### src/rtl/mmu_regs_pkg.sv
package mmu_regs_pkg;
    localparam int ADDR_W    = 8;
    localparam int DATA_W    = 8;
    localparam int NUM_Q     = 4;
    localparam int QSEL_W    = $clog2(NUM_Q);
    localparam int BASE_W    = 32;
    localparam int PAGE_SH   = 12;
    localparam int BHI_W     = BASE_W - PAGE_SH;   // stored base bits 31:12
    localparam int PAGE_W    = 12;
    localparam int GRP_SH    = 2;                   // 4 bytes per group
    localparam logic [ADDR_W-1:0] Q_END    = ADDR_W'(NUM_Q << GRP_SH);
    localparam logic [ADDR_W-1:0] INV_BASE = 8'h10;
    localparam logic [ADDR_W-1:0] GEN_OFF  = 8'h15;
    localparam logic [ADDR_W-1:0] ID_HI    = 8'hFE;
    localparam logic [ADDR_W-1:0] ID_LO    = 8'hFF;

    typedef struct packed {
        logic [BHI_W-1:0] base;
        logic             en;
        logic             flush;
    } quarter_t;

    typedef struct packed {
        logic [PAGE_W-1:0] idx;
        logic              clr;
    } inval_t;

    typedef struct packed {
        logic xlate;
    } glob_t;
endpackage

### src/rtl/mmu_quarter_reg.sv
module mmu_quarter_reg
    import mmu_regs_pkg::*;
(
    input  logic                 clk,
    input  logic                 rst_n,
    input  logic                 wr_hit,
    input  logic [1:0]           byte_sel,
    input  logic [DATA_W-1:0]    wdata,
    output logic [BHI_W-1:0]     base_hi,
    output logic                 en,
    output logic                 flush
);
    quarter_t st_d, st_q;

    always_comb begin
        st_d       = st_q;
        st_d.flush = 1'b0;
        if (wr_hit) begin
            unique case (byte_sel)
                2'd0: st_d.base[BHI_W-1 -: 8] = wdata;
                2'd1: st_d.base[BHI_W-9 -: 8] = wdata;
                2'd2: st_d.base[3:0]          = wdata[7:4];
                2'd3: begin
                    st_d.en    = wdata[0];
                    st_d.flush = 1'b1;
                end
                default: ;
            endcase
        end
    end

    always_ff @(posedge clk) begin
        if (!rst_n) st_q <= '0;
        else        st_q <= st_d;
    end

    assign base_hi = st_q.base;
    assign en      = st_q.en;
    assign flush   = st_q.flush;

    p_flush_on_enable_write_r4: assert property (@(posedge clk) disable iff (!rst_n)
        (wr_hit && byte_sel == 2'd3) |=> (flush && en == $past(wdata[0])));
    p_flush_needs_write_r10: assert property (@(posedge clk) disable iff (!rst_n)
        flush |-> $past(wr_hit && byte_sel == 2'd3));
    p_hold_when_idle_r10: assert property (@(posedge clk) disable iff (!rst_n)
        !wr_hit |=> ($stable(base_hi) && $stable(en)));
    p_low_byte_masked_r3: assert property (@(posedge clk) disable iff (!rst_n)
        (wr_hit && byte_sel == 2'd2) |=> (base_hi[3:0] == $past(wdata[7:4])));
endmodule

### src/rtl/mmu_slot_inval.sv
module mmu_slot_inval
    import mmu_regs_pkg::*;
(
    input  logic                 clk,
    input  logic                 rst_n,
    input  logic                 wr_hit,
    input  logic [1:0]           byte_sel,
    input  logic [DATA_W-1:0]    wdata,
    output logic [PAGE_W-1:0]    idx,
    output logic                 clr
);
    inval_t st_d, st_q;

    always_comb begin
        st_d     = st_q;
        st_d.clr = 1'b0;
        if (wr_hit) begin
            unique case (byte_sel)
                2'd0: ;
                2'd1: st_d.idx[PAGE_W-1:4] = wdata;
                2'd2: st_d.idx[3:0]        = wdata[7:4];
                2'd3: st_d.clr             = 1'b1;
                default: ;
            endcase
        end
    end

    always_ff @(posedge clk) begin
        if (!rst_n) st_q <= '0;
        else        st_q <= st_d;
    end

    assign idx = st_q.idx;
    assign clr = st_q.clr;

    p_clear_pulse_r6: assert property (@(posedge clk) disable iff (!rst_n)
        (wr_hit && byte_sel == 2'd3) |=> (clr && $stable(idx)));
    p_pad_byte_ignored_r5: assert property (@(posedge clk) disable iff (!rst_n)
        (wr_hit && byte_sel == 2'd0) |=> $stable(idx));
    p_clear_needs_write_r10: assert property (@(posedge clk) disable iff (!rst_n)
        clr |-> $past(wr_hit && byte_sel == 2'd3));
endmodule

### src/rtl/mmu_read_mux.sv
module mmu_read_mux
    import mmu_regs_pkg::*;
#(
    parameter logic [15:0] CARD_ID = 16'hA5C3
) (
    input  logic [ADDR_W-1:0]      addr,
    input  logic [NUM_Q*BHI_W-1:0] base_flat,
    input  logic [NUM_Q-1:0]       en,
    output logic [DATA_W-1:0]      rdata,
    output logic                   rvalid
);
    logic [QSEL_W-1:0] grp;
    logic [BHI_W-1:0]  sel_base;
    assign grp      = addr[GRP_SH +: QSEL_W];
    assign sel_base = base_flat[grp*BHI_W +: BHI_W];

    always_comb begin
        rdata  = '0;
        rvalid = 1'b0;
        if (addr < Q_END) begin
            rvalid = 1'b1;
            unique case (addr[1:0])
                2'd0: rdata = sel_base[BHI_W-1 -: 8];
                2'd1: rdata = sel_base[BHI_W-9 -: 8];
                2'd2: rdata = {sel_base[3:0], 4'h0};
                2'd3: rdata = {7'd0, en[grp]};
                default: ;
            endcase
        end else if (addr == ID_HI) begin
            rvalid = 1'b1;
            rdata  = CARD_ID[15:8];
        end else if (addr == ID_LO) begin
            rvalid = 1'b1;
            rdata  = CARD_ID[7:0];
        end
    end

    always_comb begin
        p_silent_no_data_r9: assert (rvalid || rdata == '0);
    end
endmodule

### src/rtl/mmu_ctrl_regs.sv
module mmu_ctrl_regs
    import mmu_regs_pkg::*;
#(
    parameter logic [15:0] CARD_ID = 16'hA5C3
) (
    input  logic                    clk,
    input  logic                    rst_n,
    input  logic                    reg_wr,
    input  logic [7:0]              reg_addr,
    input  logic [7:0]              reg_wdata,
    output logic [7:0]              reg_rdata,
    output logic                    reg_rvalid,
    output logic                    xlate_en,
    output logic [3:0]              q_enable,
    output logic [127:0]            q_base,
    output logic                    flush_start,
    output logic [1:0]              flush_quarter,
    output logic                    slot_clr,
    output logic [11:0]             slot_idx
);
    logic [NUM_Q-1:0]       q_hit;
    logic [NUM_Q-1:0]       q_flush;
    logic [NUM_Q*BHI_W-1:0] base_flat;
    logic                   inv_hit;
    glob_t                  g_d, g_q;

    assign inv_hit = reg_wr && (reg_addr[ADDR_W-1:GRP_SH] == INV_BASE[ADDR_W-1:GRP_SH]);

    for (genvar gi = 0; gi < NUM_Q; gi++) begin : g_quarter
        assign q_hit[gi] = reg_wr && (reg_addr < Q_END)
                           && (reg_addr[GRP_SH +: QSEL_W] == QSEL_W'(gi));
        mmu_quarter_reg u_q (
            .clk      (clk),
            .rst_n    (rst_n),
            .wr_hit   (q_hit[gi]),
            .byte_sel (reg_addr[1:0]),
            .wdata    (reg_wdata),
            .base_hi  (base_flat[gi*BHI_W +: BHI_W]),
            .en       (q_enable[gi]),
            .flush    (q_flush[gi])
        );
        assign q_base[gi*BASE_W +: BASE_W] = {base_flat[gi*BHI_W +: BHI_W], {PAGE_SH{1'b0}}};
    end

    mmu_slot_inval u_inv (
        .clk      (clk),
        .rst_n    (rst_n),
        .wr_hit   (inv_hit),
        .byte_sel (reg_addr[1:0]),
        .wdata    (reg_wdata),
        .idx      (slot_idx),
        .clr      (slot_clr)
    );

    mmu_read_mux #(.CARD_ID(CARD_ID)) u_rd (
        .addr      (reg_addr),
        .base_flat (base_flat),
        .en        (q_enable),
        .rdata     (reg_rdata),
        .rvalid    (reg_rvalid)
    );

    always_comb begin
        g_d = g_q;
        if (reg_wr && reg_addr == GEN_OFF) g_d.xlate = reg_wdata[0];
    end

    always_ff @(posedge clk) begin
        if (!rst_n) g_q <= '0;
        else        g_q <= g_d;
    end

    assign xlate_en = g_q.xlate;

    always_comb begin
        flush_quarter = '0;
        for (int i = 0; i < NUM_Q; i++)
            if (q_flush[i]) flush_quarter = QSEL_W'(i);
    end
    assign flush_start = |q_flush;

    p_global_enable_r7: assert property (@(posedge clk) disable iff (!rst_n)
        (reg_wr && reg_addr == GEN_OFF) |=> (xlate_en == $past(reg_wdata[0])));
    p_single_flush_r4: assert property (@(posedge clk) disable iff (!rst_n)
        $onehot0(q_flush));
    p_flush_target_r4: assert property (@(posedge clk) disable iff (!rst_n)
        (reg_wr && reg_addr < Q_END && reg_addr[1:0] == 2'd3)
        |=> (flush_start && flush_quarter == $past(reg_addr[3:2])));
    p_idle_quiet_r10: assert property (@(posedge clk) disable iff (!rst_n)
        !reg_wr |=> (!flush_start && !slot_clr && $stable(xlate_en) && $stable(q_base)));
endmodule

### config.mk
export PLATFORM = sky130hd
export DESIGN_NAME = mmu_ctrl_regs
export DESIGN_NICKNAME = d
export VERILOG_FILES = /design/src/rtl/mmu_regs_pkg.sv /design/src/rtl/mmu_quarter_reg.sv /design/src/rtl/mmu_slot_inval.sv /design/src/rtl/mmu_read_mux.sv /design/src/rtl/mmu_ctrl_regs.sv
export SDC_FILE = /design/constraint.sdc
export NUM_CORES = 1
export LEC_CHECK = 0
export BUFFER_PORTS_ARGS = -buffer_cell sky130_fd_sc_hd__buf_2
export CAP_MARGIN = 30
export CORE_MARGIN = 1.5
export CORE_UTILIZATION = 46
export DETAILED_ROUTE_END_ITERATION = 10
export PLACE_DENSITY = 0.75
export SYNTH_ARGS = -nofsm -noshare
export SYNTH_HDL_FRONTEND = slang
export SYNTH_HIERARCHICAL = 1
export SYNTH_SLANG_ARGS = --single-unit
### constraint.sdc
create_clock -name clk -period 1.6 [get_ports clk]
set_input_delay 0.24 -clock clk [delete_from_list [all_inputs] [get_ports clk]]
set_output_delay 0.24 -clock clk [all_outputs]
set_load 0.05 [all_outputs]
# After elaboration in Yosys (flattened, before gate mapping)
# Index checks and enable logic that the tools add are counted.
# totals
regBits,102
in_bits,19
output_inout_bits,158
wordCells,88
# classes
multipliers,1
magnitude_cmp,2
n_eq_ne,10
shifts,1
n_mux,17
n_reduce_logical,33
# ops
op,n
indexed part select 80 x 8 -> 20 bit,1
AND reduction 2 bit,23
case mux 8 bit (4 select lines),1
2-to-1 mux 8 bit,3
== test 8 bit (second input constant),2
2-to-1 mux 1 bit,10
== test 2 bit (second input constant),4
== test 8 x 5 -> 1 bit (second input constant),1
< comparator 8 x 5 -> 1 bit (second input constant),1
logical AND 1 bit,7
== test 6 x 3 -> 1 bit (second input constant),1
multiplier 2 x 3 -> 5 bit (second input constant),1
== test 2 x 1 -> 1 bit (second input constant),2
zero test 2 bit,2
2-to-1 mux 2 bit,2
OR reduction 4 bit,1
< comparator 2 x 3 -> 1 bit (second input constant),1
binary-select mux 1 bit (select 2 bit),1

# Depth between registers and ports, before layout
# depth
word_depth,4
mapped_depth,7

# Hierarchy
# Netlist, hierarchy kept.
# modules_own_cells
module,n_inst,cells_per_inst,area_each_um2
mmu_quarter_reg,4,83,837.1
mmu_read_mux,1,83,823.3
mmu_ctrl_regs,1,67,520.5
mmu_slot_inval,1,52,504.2

# Worst setup path after synthesis
# Ideal clock, no wire load.
# synth_path
path_kind,register to output
startpoint,register g_quarter[3].u_q.st_q (netlist bit g_quarter[3].u_q/base_hi[19])
endpoint,output reg_rdata[7]
t_arrival_ns,2.678
required_time_ns,1.360
path_slack_ns,-1.318
stages_incl_launch_ff,5
path_buffers,0
path_cell_list,dfxtp_1 -> mux2i_1 -> a22oi_1 -> nand2_1 -> o41ai_1
# synth_via
elab_chain_len,3
# synth_lines
element,line,rtl
start: declaration,mmu_quarter_reg.sv:13,"quarter_t st_d, st_q;"
start signal: assignment,mmu_quarter_reg.sv:34,else st_q <= st_d;
indexed part select 80 x 8 -> 20 bit,mmu_read_mux.sv:15,assign sel_base = base_flat[grp*BHI_W +: BHI_W];
case mux 8 bit (4 select lines),mmu_read_mux.sv:22,unique case (addr[1:0])
2-to-1 mux 8 bit,mmu_read_mux.sv:20,if (addr < Q_END) begin
end: declaration,mmu_ctrl_regs.sv:11,"output logic [7:0] reg_rdata,"
# No other way between the ends.

# Worst setup path after layout
# layout_path
startpoint,register g_quarter[1].u_q.st_q (netlist bit g_quarter[1].u_q/base_hi[16])
endpoint,output reg_rdata[4]
# layout_via
elab_chain_len,3
# layout_lines
element,line
start: declaration,mmu_quarter_reg.sv:13
start signal: assignment,mmu_quarter_reg.sv:34
indexed part select 80 x 8 -> 20 bit,mmu_read_mux.sv:15
case mux 8 bit (4 select lines),mmu_read_mux.sv:22
2-to-1 mux 8 bit,mmu_read_mux.sv:20
# No other way between the ends.

==> run_results.csv <==
group,metric,value,unit
clock_tree,clockBufferDepth,2,
yosys,yosysMostFrequentCell,"nand2_1",
routing,drt_iter0_drc,179,
yosys,synthTopCellsByCount,"146 x nand2_1, 109 x mux2i_1, 102 x dfxtp_1",
cells_and_area,final_cells,894,
timing,rsz0062_at_grt,"yes",
cells_and_area,utilization,0.657,
outcome,outcome,"complete, but fails checks",
clock_tree,htree_levels,3,
worst_setup_path,setup.worst_path.end_class,"primary output",
cells_and_area,area_growth,38.3,%
global_routing,grt_max_degree,105,
clock_tree,tritoncts,"built",
routing,viasPerCell,5.22,
power_and_ir_drop,power.total,0.00526,W
cells_and_area,final_nets,768,
cells_and_area,drive_gt1_frac,0.488,
die,num_io_pins,177,
yosys,ys_top_cells_by_area,"dfxtp_1 39%, mux2i_1 21%, nand2_1 11%, buf_4 7.4%, mux4_1 4.0%",
global_routing,first_global_vias,4463,
worst_setup_path,path_class,"flip-flop to primary output",
global_routing,antenna_found_initial,0,
power_and_ir_drop,p_leak,3.69,nW
yosys,synthFlopType,"dfxtp_1",
timing,fin_crit_sh,1.26,
cells_and_area,insertedDiodeCount,0,
routing,avgRoutedWirePerCell,17.6,µm
place,portBuffers,128,
power_and_ir_drop,power_density,732,nW/µm²
clock_tree,path_clk_slew,0.07,ns
yosys,ys_types,46,
die,core,10900,µm²
clock_tree,cts-root-buf,"clkbuf_16",
die,initial_utilization,0.475,
outcome,violations,"negative setup slack",
worst_setup_path,cp.arrival,1.77,ns
routing,ant_nets,0,
worst_setup_path,critical_path.max_fanout,2,
hold_path,hold_class,"input port to flip-flop",
timing,slew_viol_final,0,
run,drv_cap,0,
yosys,syn-cell-area,5200,µm²
power_and_ir_drop,peakVddDrop,0.000547,V
routing,drc,0,
global_routing,grt_usage,0.267,
yosys,ys_seq_area_frac,0.393,
yosys,yosysWarnings,6,
die,dieArea,11900,µm²
place,place_inst,855,
routing,wl,15700,µm
clock_tree,numCtsBuffers,9,
yosys,synth_edf_count,0,
yosys,syn_area_per_cell,9.73,µm²
worst_setup_path,cp-start-kind,"flip-flop",
timing,timing.final.ws_setup,-0.408,ns
timing,clock_skew,0,ns
yosys,synth_top_area_share,0.393,
place,dpl_worst_slack,-0.448,ns
yosys,synth_seq_cells,102,
yosys,netlist_instances,534,
timing,setup_viol,9,
clock_tree,clk_latency,0.34,ns
place,dp_hpwl,11600,µm
timing,hold_violations,0,
global_routing,grt_pass1_wl,23700,µm
worst_setup_path,worstPathRequired,1.36,ns
die,rows,38,
yosys,synth_top_cell_by_area,"dfxtp_1",
timing,fin_crit,2.01,ns
routing,firstDrtPassIters,5,
clock_tree,clock_sinks,102,
timing,fmax,498,MHz
yosys,async_flop_share,0,
die,die_h,109,µm
global_routing,grt_overflow,0,
die,die_x,109,µm
place,gp_congestion,0.919,
routing,via_count,4666,
[kinds of logic (layout without fill, tap and decap cells)]
family | after synthesis | after routing | synth area share
buffers and inverters | 86 | 259 | 0.116
other | 1 | 48 | 0.000722
and+or+nand+nor | 200 | 200 | 0.183
AOI/OAI and AO/OA | 20 | 20 | 0.0267
DFF | 102 | 102 | 0.393
muxes | 125 | 125 | 0.281
[through the flow]
step	cell area [µm²]	hold slack, ns	TNS [ns]
CTS	7090	0.191	-2.14
global placement	6460	0.442	-18.70
detailed placement	6460	0.451	-20.29
global route	7180	0.203	-3.03
finish	7180	0.202	-2.12
floorplan	5550	0.379	-1.42
[registers in the layout, indices dropped and copies added (netlist names)]
register / flops
xlate_en: 1
u_inv/idx: 12
g_quarter.u_q/flush: 4
u_inv/clr: 1
g_quarter.u_q/en: 4
g_quarter.u_q/base_hi: 80
[layer usage]
metal	share of wire	wire (µm)	GRT usage
met1	0.41	6400	0.319
met2	0.49	7730	0.467
met3	0.077	1200	0.0622
met4	0.024	378	0.0965
met5	0	0	0
[power by group]
part | total, W | switching, W | internal (W)
sequential | 0.00252 | 0.00000232 | 0.00252
combinational | 0.000689 | 0.000515 | 0.000173
clock | 0.00204 | 0.000983 | 0.00106
[worst max-delay path: stages, from the launching register on]
cell	delay (ns)
dfxtp_4	0.35
mux4_2	0.44
mux2_4	0.29
a21oi_4	0.14
nor2_4	0.05
buf_6	0.14
[worst paths after layout]
kind	startpoint	to	slack [ns]	cells past startpoint
worst max-delay path	g_quarter[1].u_q/base_hi[16]$_SDFFE_PN0P_	reg_rdata[4]	-0.41	5
worst min-delay path	reg_wdata[3]	u_inv/idx[7]$_SDFFE_PN0P_	0.20	3
worst min register to register	u_inv/idx[1]$_SDFFE_PN0P_	u_inv/idx[1]$_SDFFE_PN0P_	0.46	2
worst max register to register	g_quarter[2].u_q/base_hi[9]$_SDFFE_PN0P_	g_quarter[2].u_q/base_hi[9]$_SDFFE_PN0P_	0.81	3
[layout make-up]
cell class / instances / area (µm²)
Clock inverter: 7 / 50.0
Clock buffer: 9 / 225
Inverter: 6 / 23.8
Timing Repair Buffer: 237 / 1640
Multi-Input combinational cell: 393 / 2930
Tap cell: 140 / 175
Fill cell: 882 / 3750
Sequential cell: 102 / 2140
[cells in the final DEF, fill, tap and decap left out, drive strengths merged, types with 2 or more instances in the layout]
master,instances
nor2,6
a2111oi,2
mux2i,109
mux2,2
buf,237
nand4,2
clkbuf,9
and4,2
dfxtp,102
o21ai,4
nand3,9
nor2b,5
a21oi,3
nand3b,9
a31oi,2
o221ai,2
conb,48
a22oi,3
nor3b,7
inv,6
nor3,3
mux4,14
nand2,146
clkinv,7
[timing repair]
| action | 4_1_cts | 5_1_grt |
|---|---|---|
| resized for setup | 78 | 21 |
| buffers inserted | 20 | 3 |
| hold buffers | 0 | 0 |
| setup endpoints to repair | 11 | 22 |
| pin swaps | 15 | 12 |
(Power assumes the default switching activity.)
